--- src/rtl/extreq_pkg.sv ---
package extreq_pkg;
  typedef enum logic [2:0] {
    ST_IDLE,
    ST_WAIT,
    ST_XFER,
    ST_SAMP,
    ST_END
  } seq_state_e;
endpackage

--- src/rtl/extreq_sync.sv ---
module extreq_sync #(
  parameter int STAGES = 2
) (
  input  logic clk,
  input  logic rst_n,
  input  logic d,
  output logic lvl,
  output logic rise
);
  logic [STAGES-1:0] sh_q, sh_n;
  logic              prev_q;

  generate
    if (STAGES > 1) begin : g_chain
      always_comb sh_n = {sh_q[STAGES-2:0], d};
    end else begin : g_single
      always_comb sh_n = d;
    end
  endgenerate

  always_ff @(posedge clk or negedge rst_n) begin
    if (!rst_n) begin
      sh_q   <= '0;
      prev_q <= 1'b0;
    end else begin
      sh_q   <= sh_n;
      prev_q <= sh_q[STAGES-1];
    end
  end

  assign lvl  = sh_q[STAGES-1];
  assign rise = sh_q[STAGES-1] & ~prev_q;
endmodule

--- src/rtl/extreq_timer.sv ---
module extreq_timer #(
  parameter int W = 3
) (
  input  logic         clk,
  input  logic         rst_n,
  input  logic         load,
  input  logic [W-1:0] ld_val,
  output logic         zero
);
  logic [W-1:0] cnt_q, cnt_n;
  logic         cnt_en;

  always_comb begin
    cnt_en = load | (cnt_q != '0);
    cnt_n  = load ? ld_val : cnt_q - W'(1);
  end

  always_ff @(posedge clk or negedge rst_n) begin
    if (!rst_n)      cnt_q <= '0;
    else if (cnt_en) cnt_q <= cnt_n;
  end

  assign zero = (cnt_q == '0);
endmodule

--- src/rtl/extreq_count.sv ---
module extreq_count #(
  parameter int W = 16
) (
  input  logic         clk,
  input  logic         rst_n,
  input  logic         load,
  input  logic [W-1:0] ld_val,
  input  logic         dec,
  output logic         last
);
  logic [W-1:0] cnt_q, cnt_n;
  logic         cnt_en;

  always_comb begin
    cnt_en = load | dec;
    cnt_n  = load ? ld_val : cnt_q - W'(1);
  end

  always_ff @(posedge clk or negedge rst_n) begin
    if (!rst_n)      cnt_q <= '0;
    else if (cnt_en) cnt_q <= cnt_n;
  end

  assign last = (cnt_q == W'(1));
endmodule

--- src/rtl/extreq_seq.sv ---
module extreq_seq
  import extreq_pkg::*;
#(
  parameter int CNT_W     = 16,
  parameter int SYNC_STG  = 2,
  parameter int LAT_LEVEL = 4,
  parameter int LAT_EDGE  = 5
) (
  input  logic             clk,
  input  logic             rst_n,
  input  logic             ch_en,
  input  logic             edge_mode,
  input  logic             burst_mode,
  input  logic             dual_mode,
  input  logic             ack_wr_sel,
  input  logic [CNT_W-1:0] xfer_len,
  input  logic             req_in,
  input  logic             eng_rd_done,
  input  logic             eng_done,
  output logic             req_taken,
  output logic             xfer_start,
  output logic             dev_ack,
  output logic             end_flag
);
  localparam int LAT_MAX = (LAT_EDGE > LAT_LEVEL) ? LAT_EDGE : LAT_LEVEL;
  localparam int LAT_W   = $clog2(LAT_MAX) + 1;
  localparam logic [LAT_W-1:0] WAIT_LVL = LAT_W'(LAT_LEVEL - 1);
  localparam logic [LAT_W-1:0] WAIT_EDG = LAT_W'(LAT_EDGE - 1);

  seq_state_e st_q, st_n;
  logic       ph_wr_q, ph_wr_n;
  logic       tk_q, tk_n, go_q, go_n, end_q, end_n;
  logic       req_lvl, req_rise, hit;
  logic       t_load, t_zero, c_load, c_dec, c_last;
  logic [LAT_W-1:0] t_val;

  extreq_sync #(.STAGES(SYNC_STG)) u_sync (
    .clk(clk), .rst_n(rst_n), .d(req_in), .lvl(req_lvl), .rise(req_rise)
  );

  extreq_timer #(.W(LAT_W)) u_timer (
    .clk(clk), .rst_n(rst_n), .load(t_load), .ld_val(t_val), .zero(t_zero)
  );

  extreq_count #(.W(CNT_W)) u_count (
    .clk(clk), .rst_n(rst_n), .load(c_load), .ld_val(xfer_len),
    .dec(c_dec), .last(c_last)
  );

  // Detection variant chosen by the mode bit
  assign hit = edge_mode ? req_rise : req_lvl;

  always_comb begin
    st_n    = st_q;
    ph_wr_n = ph_wr_q;
    tk_n    = 1'b0;
    go_n    = 1'b0;
    end_n   = end_q;
    t_load  = 1'b0;
    t_val   = edge_mode ? WAIT_EDG : WAIT_LVL;
    c_load  = (st_q == ST_IDLE);
    c_dec   = 1'b0;
    unique case (st_q)
      ST_IDLE: begin
        if (ch_en) begin
          if (xfer_len == '0) begin
            st_n  = ST_END;
            end_n = 1'b1;
          end else if (hit) begin
            tk_n   = 1'b1;
            t_load = 1'b1;
            st_n   = ST_WAIT;
          end
        end
      end
      ST_WAIT: begin
        if (!ch_en) begin
          st_n = ST_IDLE;
        end else if (t_zero) begin
          go_n    = 1'b1;
          ph_wr_n = 1'b0;
          st_n    = ST_XFER;
        end
      end
      ST_XFER: begin
        if (dual_mode && !ph_wr_q && eng_rd_done) ph_wr_n = 1'b1;
        if (eng_done && (!dual_mode || ph_wr_q)) begin
          c_dec = 1'b1;
          if (c_last) begin
            st_n  = ST_END;
            end_n = 1'b1;
          end else if (!ch_en) begin
            st_n = ST_IDLE;
          end else if (edge_mode && burst_mode) begin
            go_n    = 1'b1;
            ph_wr_n = 1'b0;
          end else begin
            st_n = ST_SAMP;
          end
        end
      end
      ST_SAMP: begin
        if (!ch_en) begin
          st_n = ST_IDLE;
        end else if (hit) begin
          tk_n = 1'b1;
          if (burst_mode && !edge_mode) begin
            go_n    = 1'b1;
            ph_wr_n = 1'b0;
            st_n    = ST_XFER;
          end else begin
            t_load = 1'b1;
            st_n   = ST_WAIT;
          end
        end
      end
      ST_END: begin
        if (!ch_en) begin
          st_n  = ST_IDLE;
          end_n = 1'b0;
        end
      end
      default: st_n = ST_IDLE;
    endcase
  end

  always_ff @(posedge clk or negedge rst_n) begin
    if (!rst_n) begin
      st_q    <= ST_IDLE;
      ph_wr_q <= 1'b0;
      tk_q    <= 1'b0;
      go_q    <= 1'b0;
      end_q   <= 1'b0;
    end else begin
      st_q    <= st_n;
      ph_wr_q <= ph_wr_n;
      tk_q    <= tk_n;
      go_q    <= go_n;
      end_q   <= end_n;
    end
  end

  assign req_taken  = tk_q;
  assign xfer_start = go_q;
  assign end_flag   = end_q;
  assign dev_ack    = (st_q == ST_XFER) && (!dual_mode || (ph_wr_q == ack_wr_sel));
endmodule

--- config.mk ---
export PLATFORM = sky130hd
export DESIGN_NAME = extreq_seq
export DESIGN_NICKNAME = d
export VERILOG_FILES = /design/src/rtl/extreq_pkg.sv /design/src/rtl/extreq_sync.sv /design/src/rtl/extreq_timer.sv /design/src/rtl/extreq_count.sv /design/src/rtl/extreq_seq.sv
export SDC_FILE = /design/constraint.sdc
export NUM_CORES = 1
export LEC_CHECK = 0
export ABC_AREA = 1
export BUFFER_PORTS_ARGS = -buffer_cell sky130_fd_sc_hd__buf_4
export CORE_MARGIN = 5
export CORE_UTILIZATION = 55
export DETAILED_ROUTE_END_ITERATION = 10
export PLACE_DENSITY = 0.78
export SLEW_MARGIN = 20
export SYNTH_ARGS = -nofsm -noshare
export SYNTH_HDL_FRONTEND = slang
export SYNTH_SLANG_ARGS = --single-unit
--- constraint.sdc ---
create_clock -name clk -period 1.82 [get_ports clk]
set_input_delay 0.182 -clock clk [delete_from_list [all_inputs] [get_ports clk]]
set_output_delay 0.182 -clock clk [all_outputs]
set_load 0.005 [all_outputs]
==> results of run 1 <==
[per-layer routing]
layer,routed length [µm],vias up,global-route usage [%]
met4,78,0,8.14
li1,-,1042,-
met2,2380,66,34.6
met3,276,8,4.85
met5,0,-,0
met1,2150,919,24.1
[critical path: stages (launching register included)]
cell and delay, ps:
sky130_fd_sc_hd__dfrtp_1 500, sky130_fd_sc_hd__nor2_4 220, sky130_fd_sc_hd__nand2_8 170, sky130_fd_sc_hd__inv_8 170, sky130_fd_sc_hd__nor2_8 80, sky130_fd_sc_hd__inv_6 140, sky130_fd_sc_hd__o21ai_0 120, sky130_fd_sc_hd__o22ai_2 120
[kinds of logic (layout without fill, tap and decap cells)]
family                     count (synthesis)  after routing  synth area share, %
buffers and inverters                     33             66                 8.02
DFF                                       30             30                 35.4
AOI/OAI and AO/OA                         44             44                 13.2
adders and majority gates                  3              3                 1.77
and+or+nand+nor                          185            185                 40.0
xor gates and xnor gates                   4              4                 1.65
[cell usage in the layout (no fill, tap or decap), types with 2 or more instances in the layout]
master and instances:
sky130_fd_sc_hd__o21ai_0 11, sky130_fd_sc_hd__a21oi_1 11, sky130_fd_sc_hd__a21boi_0 2, sky130_fd_sc_hd__nand3_1 24, sky130_fd_sc_hd__ha_1 3, sky130_fd_sc_hd__nor2_8 2
sky130_fd_sc_hd__o211ai_1 4, sky130_fd_sc_hd__inv_2 5, sky130_fd_sc_hd__o21ai_2 4, sky130_fd_sc_hd__o21ai_1 5, sky130_fd_sc_hd__clkinv_2 2, sky130_fd_sc_hd__xor2_1 4
sky130_fd_sc_hd__nor2_2 4, sky130_fd_sc_hd__nor2_1 56, sky130_fd_sc_hd__dfrtp_1 30, sky130_fd_sc_hd__clkbuf_8 5, sky130_fd_sc_hd__buf_4 29, sky130_fd_sc_hd__nand2_2 2
sky130_fd_sc_hd__inv_1 20, sky130_fd_sc_hd__nand2_1 82, sky130_fd_sc_hd__nor3_1 4, sky130_fd_sc_hd__o22ai_2 2, sky130_fd_sc_hd__nand4_1 4, sky130_fd_sc_hd__dlygate4sd3_1 2
[repair_timing]
| action | 4_1_cts | 5_1_grt |
|---|---|---|
| setup endpoints to repair | 0 | 1 |
| hold endpoints to repair | 31 | 0 |
| hold buffers | 2 | 0 |
| gates resized for setup | 0 | 1 |
[flip-flops by register name, indices dropped and copies added, names as in the netlist]
register / count
u_count.cnt_q: 16
u_timer.cnt_q: 4
st_q: 3
u_sync.sh_q: 2
end_flag: 1
ph_wr_q: 1
req_taken: 1
u_sync.prev_q: 1
xfer_start: 1
[where the power goes]
group | switching [mW] | internal (mW) | total (mW) | leakage, nW
logic | 1.48 | 0.843 | 2.33 | 0.806
registers | 0.280 | 0.959 | 1.24 | 0.362
clock network | 0.248 | 0.256 | 0.504 | 0.0438
total | 2.01 | 2.06 | 4.07 | 1.21
[per-stage QoR]
stage          power, mW  util, %  hold WS, ps
2_1_floorplan       3.17        -         -114
3_3_place_gp        3.51     63.7          130
3_5_place_dp        3.55     63.7          136
4_1_cts             4.07     66.4          136
5_1_grt             4.47     66.4          134
6_report            4.07     66.4          138
[worst paths after layout]
check,start,end,slack [ps],depth (start not counted)
max reg2reg,st_q[1],u_count.cnt_q[8],200,7
max in group asynchronous,rst_n,u_count.cnt_q[12],1180,2
max,st_q[1],u_count.cnt_q[8],200,7
min reg2reg,u_sync.sh_q[0],u_sync.sh_q[1],350,0
min,xfer_len[14],u_count.cnt_q[14],140,3
min in group asynchronous,rst_n,u_count.cnt_q[1],360,2
[area by class of cell]
| type | count | area (µm²) |
|---|---|---|
| inverter | 28 | 120 |
| sequential | 30 | 751 |
| clock inverter | 2 | 10.0 |
| tap | 48 | 60.1 |
| multi-input combinational | 236 | 1200 |
| fill | 351 | 1240 |
| timing repair buffer | 31 | 238 |
| clock buffer | 5 | 68.8 |
==> Flow_metrics.wiki, run 1 <==
{| class="wikitable"
! Metric !! Value
|-
| Result of the run || finished, final reports clean
|-
| Gr ovfl total || 0
|-
| Final count of pins violating max slew || 0
|-
| Clock H-tree levels || 2
|-
| Routed wire length || 4880 µm
|-
| Final GP Congestion || 0.869
|-
| Synth async-reset ratio || 100%
|-
| Top cells by instance count after synthesis || sky130_fd_sc_hd__nand2_1 (82), sky130_fd_sc_hd__nor2_1 (56), sky130_fd_sc_hd__dfrtp_1 (30), sky130_fd_sc_hd__nand3_1 (24), sky130_fd_sc_hd__inv_1 (21)
|-
| Average size of a mapped cell || around 7.1 µm²
|-
| MaxCap Viol Count || 0
|-
| Cell Area, Placed || ~0.0023 mm²
|-
| Critical path type || flop to flop
|-
| Final total negative setup slack || 0 ps
|-
| Area growth from synthesis to layout || 15.4%
|-
| Number of buffers inserted by port buffering || 29
|-
| Count of unresolved DRC violations after routing || 0
|-
| Clock period minus final worst setup slack || 1620 ps
|-
| Category of the worst setup path capture point || flop
|-
| Final HPWL from detailed placement || 3730 µm
|-
| Count of non-filler cells in the finished layout || between 300 and 400
|-
| Max VDD drop || approximately 0.93 mV
|-
| Starting density of the core || 57.5%
|-
| Path class of the lowest-slack min-delay path || input port to flop
|-
| First-pass GRT wire length || 8400 µm
|-
| Clock-pin transition on the worst setup and hold timing paths || 60 ps
|-
| Number of ports placed on the die boundary || 30
|-
| Number of hold violations in the final report || 0
|-
| Warning count from the yosys run || 0
|-
| Dominant cell type by area after synthesis || sky130_fd_sc_hd__dfrtp_1
|-
| Number of vias in the routed layout || 2,035
|-
| Number of antenna violations at the first check in global routing || 0
|-
| Post-CTS setup buffers || 0
|-
| Flip-flop and latch count after synthesis || 30
|-
| Clock tree from TritonCTS || yes
|-
| TritonCTS sink count || 30
|-
| Largest net degree at the start of global routing || 31
|-
| Drt wl/cell || approximately 13 µm
|-
| Maximum buffer depth of the clock tree || 2
|-
| Share of final-layout standard cells stronger than drive strength 1 || 19.9%
|-
| Root cell of the clock tree || sky130_fd_sc_hd__clkbuf_8
|-
| Worst clock skew || 3.88 ps
|-
| Die extent in y || 72.1 µm
|-
| Post-synth top area share || 35.4%
|-
| Worst slack, placed || 233 ps
|-
| Number of global-route vias before repair || 1,996
|-
| Number of nets with antenna violations after detailed routing || 0
|-
| Total instance count after detailed placement || between 300 and 400
|-
| Finished Cell Area || approximately 0.0024 mm²
|-
| Netlist area before placement || 0.00212 mm²
|-
| Fraction of the yosys area taken by sequential cells || 35.4%
|-
| Standby leakage power || 1.21 nW
|-
| Final net count || 361
|-
| Total clock buffers created by CTS || 5
|-
| Mapped Cells || between 200 and 300
|-
| Cell with the most instances after synthesis || sky130_fd_sc_hd__nand2_1
|-
| Final worst slack || 200 ps
|-
| DIE WIDTH || ~72 µm
|-
| Antenna diode count || 0
|-
| Post-synthesis net count || 328
|-
| Largest cells by area after synthesis || sky130_fd_sc_hd__dfrtp_1 (35%), sky130_fd_sc_hd__nand2_1 (15%), sky130_fd_sc_hd__nor2_1 (9.9%), sky130_fd_sc_hd__nand3_1 (5.7%), sky130_fd_sc_hd__inv_1 (3.7%)
|-
| Crit path launch type || flop
|-
| Slew at the pin closest to its max-slew limit || 380 ps
|-
| Prevailing post-synth register cell || sky130_fd_sc_hd__dfrtp_1
|-
| Core box area || 0.00369 mm²
|-
| Max transition margin || approximately three quarters
|-
| Post-route clock period utilization || 89.0%
|-
| Drt first pass iters || 4
|-
| Total die area || 0.00520 mm²
|-
| Violation count after the first detailed-route iteration || 160
|-
| Overall routing resource usage || 20.2%
|-
| Number of flops mapped to enable cells by yosys || 0
|-
| Setup repair after global routing missed its margin || false
|-
| Maximum fanout encountered on the critical timing path || 25
|-
| P per Cell Area || 1660 mW/mm²
|-
| Critical path data required time || 2030 ps
|-
| Row cnt || 22
|-
| Number of distinct library cells after synthesis || 39
|-
| Arrival time reported for the critical path endpoint || roughly 1800 ps
|-
| Clock latency on the worst-skew pair || 280 ps
|-
| Highest achievable clock rate || 617 MHz
|-
| Number of setup violations in the final report || 0
|-
| Vias per cell || around 5.4
|}
(Power assumes the default switching activity.)
==> run 2: changes to the inputs <==
- BUFFER_PORTS_ARGS: -buffer_cell sky130_fd_sc_hd__buf_4 -> default
- DONT_BUFFER_PORTS: default -> 1
- PLACE_DENSITY: 0.78 -> 0.71
==> Flow_metrics.wiki, run 2 (synthesized netlist as in run 1, its figures left out) <==
{| class="wikitable"
! Metric !! Value
|-
| Number of hold violations in the final report || 0 (unchanged)
|-
| Max transition margin || 77.3% (+2.7 points)
|-
| Violation count after the first detailed-route iteration || 119 (-26%)
|-
| Category of the worst setup path capture point || flop
|-
| Arrival time reported for the critical path endpoint || 1770 ps (-60 ps)
|-
| Area growth from synthesis to layout || 8.20%
|-
| Standby leakage power || 1.10 nW (-8.8%)
|-
| P per Cell Area || 1800 mW/mm² (+8.6%)
|-
| Worst clock skew || 7.89 ps (+4.00 ps)
|-
| Number of global-route vias before repair || 1,873 (-6.2%)
|-
| Final net count || 335 (-7.2%)
|-
| Crit path launch type || flop
|-
| Total design power || 4.14 mW (+1.8%)
|-
| Gr ovfl total || 0 (unchanged)
|-
| Number of antenna violations at the first check in global routing || 0 (unchanged)
|-
| Routed wire length || 4800 µm (-1.6%)
|-
| Critical path type || flop to flop
|-
| Most frequent standard cell in the layout excluding fill and tap cells || sky130_fd_sc_hd__nand2_1
|-
| Number of nets with antenna violations after detailed routing || 0 (unchanged)
|-
| Cells on Worst Hold Path || 2 (-1)
|-
| Path class of the lowest-slack min-delay path || input port to flop
|-
| Cell count of the worst reg-to-reg path || 8 (+1)
|-
| Die extent in y || 72.1 µm (unchanged)
|-
| Total instance count after detailed placement || 344 (-7.3%)
|-
| Launch point of the worst hold path || xfer_len[9]
|-
| First-pass GRT wire length || 8310 µm (-0.99%)
|-
| Core box area || 0.00369 mm² (unchanged)
|-
| MaxCap Viol Count || 0 (unchanged)
|-
| Count of non-filler cells in the finished layout || 355 (-6.6%)
|-
| Clock H-tree levels || 2 (unchanged)
|-
| Post-CTS sizing || 0 (unchanged)
|-
| Maximum fanout encountered on the critical timing path || 25 (unchanged)
|-
| Number of ports placed on the die boundary || 30 (unchanged)
|-
| Clock latency on the worst-skew pair || 280 ps (about the same)
|-
| Total clock buffers created by CTS || 5 (unchanged)
|-
| Number of setup violations in the final report || 0 (unchanged)
|-
| Number of flip-flops under the largest register name || 16 (unchanged)
|-
| Largest registers || u_count.cnt_q x16, u_timer.cnt_q x4, st_q x3
|-
| Number of vias in the routed layout || 1,947 (-4.3%)
|-
| Clock period minus final worst setup slack || 1600 ps (-21.0 ps)
|-
| Clock tree from TritonCTS || yes
|-
| Antenna diode count || 0 (unchanged)
|-
| Result of the run || finished, final reports clean
|-
| Max VDD drop || 0.822 mV (-11%)
|-
| Drt wl/cell || 13.5 µm (+5.4%)
|-
| Maximum buffer depth of the clock tree || 2 (unchanged)
|-
| Row cnt || 22 (unchanged)
|-
| Total die area || 0.00520 mm² (unchanged)
|-
| Overall routing resource usage || 20.2% (+0.081 points)
|-
| Filler Cell Count || 349 (-0.57%)
|-
| Number of buffers inserted by port buffering || 0 (-100%)
|-
| R2R Setup Slk || 220 ps (+20 ps)
|-
| TritonCTS sink count || 30 (unchanged)
|-
| Final GP Congestion || 0.866 (-0.39%)
|-
| Root cell of the clock tree || sky130_fd_sc_hd__clkbuf_8
|-
| Largest reg by FF count || u_count.cnt_q
|-
| Post-route clock period utilization || 87.8% (-1.2 points)
|-
| Critical path data required time || 1990 ps (-40 ps)
|-
| Starting density of the core || 57.5% (unchanged)
|-
| Setup repair after global routing missed its margin || false
|-
| Top library cells by usage in the layout, fill and taps aside || sky130_fd_sc_hd__nand2_1 (82), sky130_fd_sc_hd__nor2_1 (56), sky130_fd_sc_hd__dfrtp_1 (30), sky130_fd_sc_hd__nand3_1 (24), sky130_fd_sc_hd__inv_1 (21)
|-
| Drt first pass iters || 4 (unchanged)
|-
| Clock-pin transition on the worst setup and hold timing paths || 60 ps (about the same)
|-
| Highest achievable clock rate || 626 MHz (+1.3%)
|-
| Vias per cell || 5.48 (+2.4%)
|-
| Share of final-layout standard cells stronger than drive strength 1 || 13.0% (-6.9 points)
|-
| Largest net degree at the start of global routing || 31 (unchanged)
|-
| Final count of pins violating max slew || 0 (unchanged)
|-
| Slew at the pin closest to its max-slew limit || 340 ps (-39.8 ps)
|-
| Final total negative setup slack || 0 ps (unchanged)
|-
| Smallest hold slack || 42.5 ps (-95.4 ps)
|-
| Count of unresolved DRC violations after routing || 0 (unchanged)
|-
| Final HPWL from detailed placement || 3630 µm (-2.8%)
|-
| Reg2reg start || st_q[1]
|-
| CP startpoint || st_q[1]
|-
| DIE WIDTH || 72.1 µm (unchanged)
|}
## run 2: repair_timing
| item | 4_1_cts | 5_1_grt |
|---|---|---|
| hold buffers | 3 | 0 |
| hold endpoints to repair | 31 | 0 |
| buffers inserted | 0 | 0 |
| endpoints found under the setup margin | 0 | 0 |
## run 2: routing by layer
layer / up-vias / wire [µm] / global-route usage, %
met1: 892 / 2080 / 26.2
met3: 4 / 352 / 4.57
met4: 0 / 25 / 6.68
met2: 62 / 2350 / 33.4
li1: 989 / - / -
met5: - / 0 / 0
## run 2: stage by stage
stage | util (%) | instance area [µm²] | worst slack, ps
finish | 62.2 | 2300 | 221
global route | 62.2 | 2300 | 70.6
CTS | 62.2 | 2300 | 218
detailed placement | 58.2 | 2150 | 223
global placement | 58.2 | 2150 | 276
floorplan | - | 2120 | 424
## run 2: worst paths after layout
check / endpoint
max: u_timer.cnt_q[1]
min: u_count.cnt_q[9]
max reg2reg: u_timer.cnt_q[1]
min reg2reg: u_sync.sh_q[1]
max in group asynchronous: u_sync.sh_q[1]
min in group asynchronous: u_count.cnt_q[2]
## run 2: critical path, cell delays in order (launching register included)
cell	delay, ps
sky130_fd_sc_hd__dfrtp_1	490
sky130_fd_sc_hd__nor2_4	220
sky130_fd_sc_hd__nand2_8	160
sky130_fd_sc_hd__inv_8	170
sky130_fd_sc_hd__nand2_2	110
sky130_fd_sc_hd__nand2_2	90
sky130_fd_sc_hd__nand2_1	80
sky130_fd_sc_hd__o21ai_0	90
sky130_fd_sc_hd__nand2_1	60
## run 2: cell type report
cell class                 count  area (µm²)  share of cell area, %
sequential                    30         751                   32.7
multi-input combinational    236        1200                   52.3
inverter                      28         120                   5.23
tap                           48        60.1                   2.62
timing repair buffer           5        55.1                   2.40
clock buffer                   5        68.8                   3.00
clock inverter                 3        40.0                   1.74
## run 2: power breakdown
part           total [mW]  internal (mW)  switching [mW]
Clock               0.653          0.402           0.250
Combinational        2.25          0.800            1.45
Sequential           1.24          0.959           0.282
==> run 3: changes to the inputs <==
- CORE_MARGIN: 5 -> default
==> Flow_metrics.wiki, run 3 (synthesized netlist as in run 1, its figures left out) <==
{| class="wikitable"
! Metric !! Value
|-
| P per Cell Area || 1810 mW/mm² (+0.29%)
|-
| Post-CTS setup buffers || 0 (unchanged)
|-
| Slowest library cell on the worst path || sky130_fd_sc_hd__dfrtp_1
|-
| Arrival time reported for the critical path endpoint || 1810 ps (+40 ps)
|-
| TritonCTS sink count || 30 (unchanged)
|-
| Number of antenna violations at the first check in global routing || 0 (unchanged)
|-
| Worst hold endpoint || u_count.cnt_q[9]
|-
| Crit path launch type || flop
|-
| Cell-by-cell trace of the critical path || nor2_4 -> nand2_8 -> inv_8 -> nand2_2 -> nand2_2 -> nand2_1 -> o21ai_0 -> nand2_1
|-
| Drt first pass iters || 4 (unchanged)
|-
| Total clock buffers created by CTS || 5 (unchanged)
|-
| Total die area || 0.00411 mm² (-21%)
|-
| Post-route clock period utilization || 90.4% (+2.5 points)
|-
| Number of vias in the routed layout || 1,978 (+1.6%)
|-
| Cell count of the worst reg-to-reg path || 8 (unchanged)
|-
| Count of unresolved DRC violations after routing || 0 (unchanged)
|-
| Overall routing resource usage || 25.7% (+5.4 points)
|-
| Most frequent standard cell in the layout excluding fill and tap cells || sky130_fd_sc_hd__nand2_1
|-
| Critical path type || flop to flop
|-
| Top library cells by usage in the layout, fill and taps aside || sky130_fd_sc_hd__nand2_1 (82), sky130_fd_sc_hd__nor2_1 (56), sky130_fd_sc_hd__dfrtp_1 (30), sky130_fd_sc_hd__nand3_1 (24), sky130_fd_sc_hd__inv_1 (21)
|-
| Bufs and invs on worst path || 1 (unchanged)
|-
| Smallest hold slack || 44.6 ps (+2.02 ps)
|-
| Final HPWL from detailed placement || 3550 µm (-2.1%)
|-
| Core box area || 0.00369 mm² (unchanged)
|-
| Root cell of the clock tree || sky130_fd_sc_hd__clkbuf_8
|-
| Max VDD drop || 0.826 mV (+0.59%)
|-
| First-pass GRT wire length || 8020 µm (-3.5%)
|-
| Highest achievable clock rate || 608 MHz (-2.8%)
|-
| Vias per cell || 5.57 (+1.6%)
|-
| Slew at the pin closest to its max-slew limit || 338 ps (-2.07 ps)
|-
| R2R Setup Slk || 180 ps (-50 ps)
|-
| Number of hold violations in the final report || 0 (unchanged)
|-
| Die extent in y || 64.1 µm (-11%)
|-
| Reg2reg start || st_q[1]
|-
| Cells on Worst Hold Path || 2 (unchanged)
|-
| Clock-pin transition on the worst setup and hold timing paths || 70 ps (about the same)
|-
| Total design power || 4.15 mW (+0.29%)
|-
| Antenna diode count || 0 (unchanged)
|-
| Number of setup violations in the final report || 0 (unchanged)
|-
| Maximum fanout encountered on the critical timing path || 25 (unchanged)
|-
| Standby leakage power || 1.10 nW (unchanged)
|-
| Critical path data required time || 1990 ps (about the same)
|-
| Cell Area, Placed || 0.00215 mm² (unchanged)
|-
| Number of ports placed on the die boundary || 30 (unchanged)
|-
| Number of buffers inserted by port buffering || 0 (unchanged)
|-
| Final net count || 335 (unchanged)
|-
| Clock latency on the worst-skew pair || 280 ps (about the same)
|-
| Clock period minus final worst setup slack || 1640 ps (+46.1 ps)
|-
| Post-CTS sizing || 0 (unchanged)
|-
| Starting density of the core || 57.5% (unchanged)
|-
| Highest cell delay on the worst timing path || 490 ps (about the same)
|-
| Number of nets with antenna violations after detailed routing || 0 (unchanged)
|-
| Row cnt || 22 (unchanged)
|-
| Area growth from synthesis to layout || 8.20% (unchanged)
|-
| Final GP Congestion || 0.948 (+9.5%)
|-
| Clock H-tree levels || 2 (unchanged)
|-
| Routed wire length || 4660 µm (-3.0%)
|-
| Maximum buffer depth of the clock tree || 2 (unchanged)
|-
| Worst clock skew || 6.54 ps (-1.35 ps)
|-
| Worst reg2reg endpoint || u_timer.cnt_q[1]
|-
| Share of final-layout standard cells stronger than drive strength 1 || 13.0% (unchanged)
|-
| Result of the run || finished, final reports clean
|-
| Finished Cell Area || 0.00230 mm² (unchanged)
|-
| Category of cells accounting for the largest share of critical-path delay || simple AND/OR/NAND/NOR gates
|-
| Final total negative setup slack || 0 ps (unchanged)
|-
| Largest net degree at the start of global routing || 31 (unchanged)
|-
| Launch point of the worst hold path || xfer_len[9]
|-
| Largest reg by FF count || u_count.cnt_q
|-
| Largest registers || u_count.cnt_q x16, u_timer.cnt_q x4, st_q x3
|-
| Category of the worst setup path capture point || flop
|-
| Path class of the lowest-slack min-delay path || input port to flop
|-
| Gr ovfl total || 0 (unchanged)
|-
| Final count of pins violating max slew || 0 (unchanged)
|-
| Number of flip-flops under the largest register name || 16 (unchanged)
|-
| Number of global-route vias before repair || 1,923 (+2.7%)
|-
| Setup repair after global routing missed its margin || false
|-
| DIE WIDTH || 64.1 µm (-11%)
|-
| Clock tree from TritonCTS || yes
|-
| Violation count after the first detailed-route iteration || 131 (+10%)
|-
| Drt wl/cell || 13.1 µm (-3.0%)
|-
| Max transition margin || 77.5% (+0.14 points)
|-
| MaxCap Viol Count || 0 (unchanged)
|-
| Filler Cell Count || 347 (-0.57%)
|}
[run 3: what timing repair did]
action	4_1_cts	5_1_grt
hold endpoints to repair	31	0
hold buffers	3	0
setup endpoints to repair	0	0
[run 3: worst max path at each step]
| stage | start | to | slack [ps] | cells after the start |
|---|---|---|---|---|
| global placement | st_q[1] | u_timer.cnt_q[2] | 280 | 8 |
| global route | st_q[1] | u_timer.cnt_q[1] | 50 | 8 |
| finish | st_q[1] | u_timer.cnt_q[1] | 180 | 8 |
| floorplan | u_count.cnt_q[0] | u_count.cnt_q[12] | 420 | 9 |
| detailed placement | st_q[1] | u_timer.cnt_q[1] | 190 | 8 |
| CTS | st_q[1] | u_timer.cnt_q[1] | 180 | 8 |
[run 3: area by class of cell]
type	instances	area (µm²)	share of cell area [%]
Clock inverter	3	40.0	1.74
Inverter	28	120	5.23
Sequential cell	30	751	32.7
Multi-Input combinational cell	236	1200	52.3
Clock buffer	5	68.8	3.00
Tap cell	48	60.1	2.62
Timing Repair Buffer	5	55.1	2.40
[run 3: metrics by stage]
stage               utilization, %  setup slack, ps  cells
CTS                           62.2              178    355
detailed placement            58.2              190    344
global placement              58.2              277    344
global route                  62.2             51.5    355
floorplan                        -              424    299
finish                        62.2              175    355
[run 3: layer usage]
metal  vias up  share of wire (%)  GRT usage (%)
met1       906                 43           31.4
met3        20                6.4           6.61
met2        66                 47           41.6
met5         -                  0              0
met4         0                3.8           13.3
li1        986                  -              -
[run 3: worst reg2reg max path, delay by kind of cell, from the launching register on]
family	cells	cell delay (ps)
simple gates	6	770
flops	1	490
buf+inv	1	170
compound gates	1	110
[run 3: where the power goes]
group	internal [mW]	total [mW]	switching, mW
Sequential	0.958	1.24	0.281
Clock	0.402	0.655	0.253
Combinational	0.798	2.26	1.46
Total	2.16	4.15	1.99
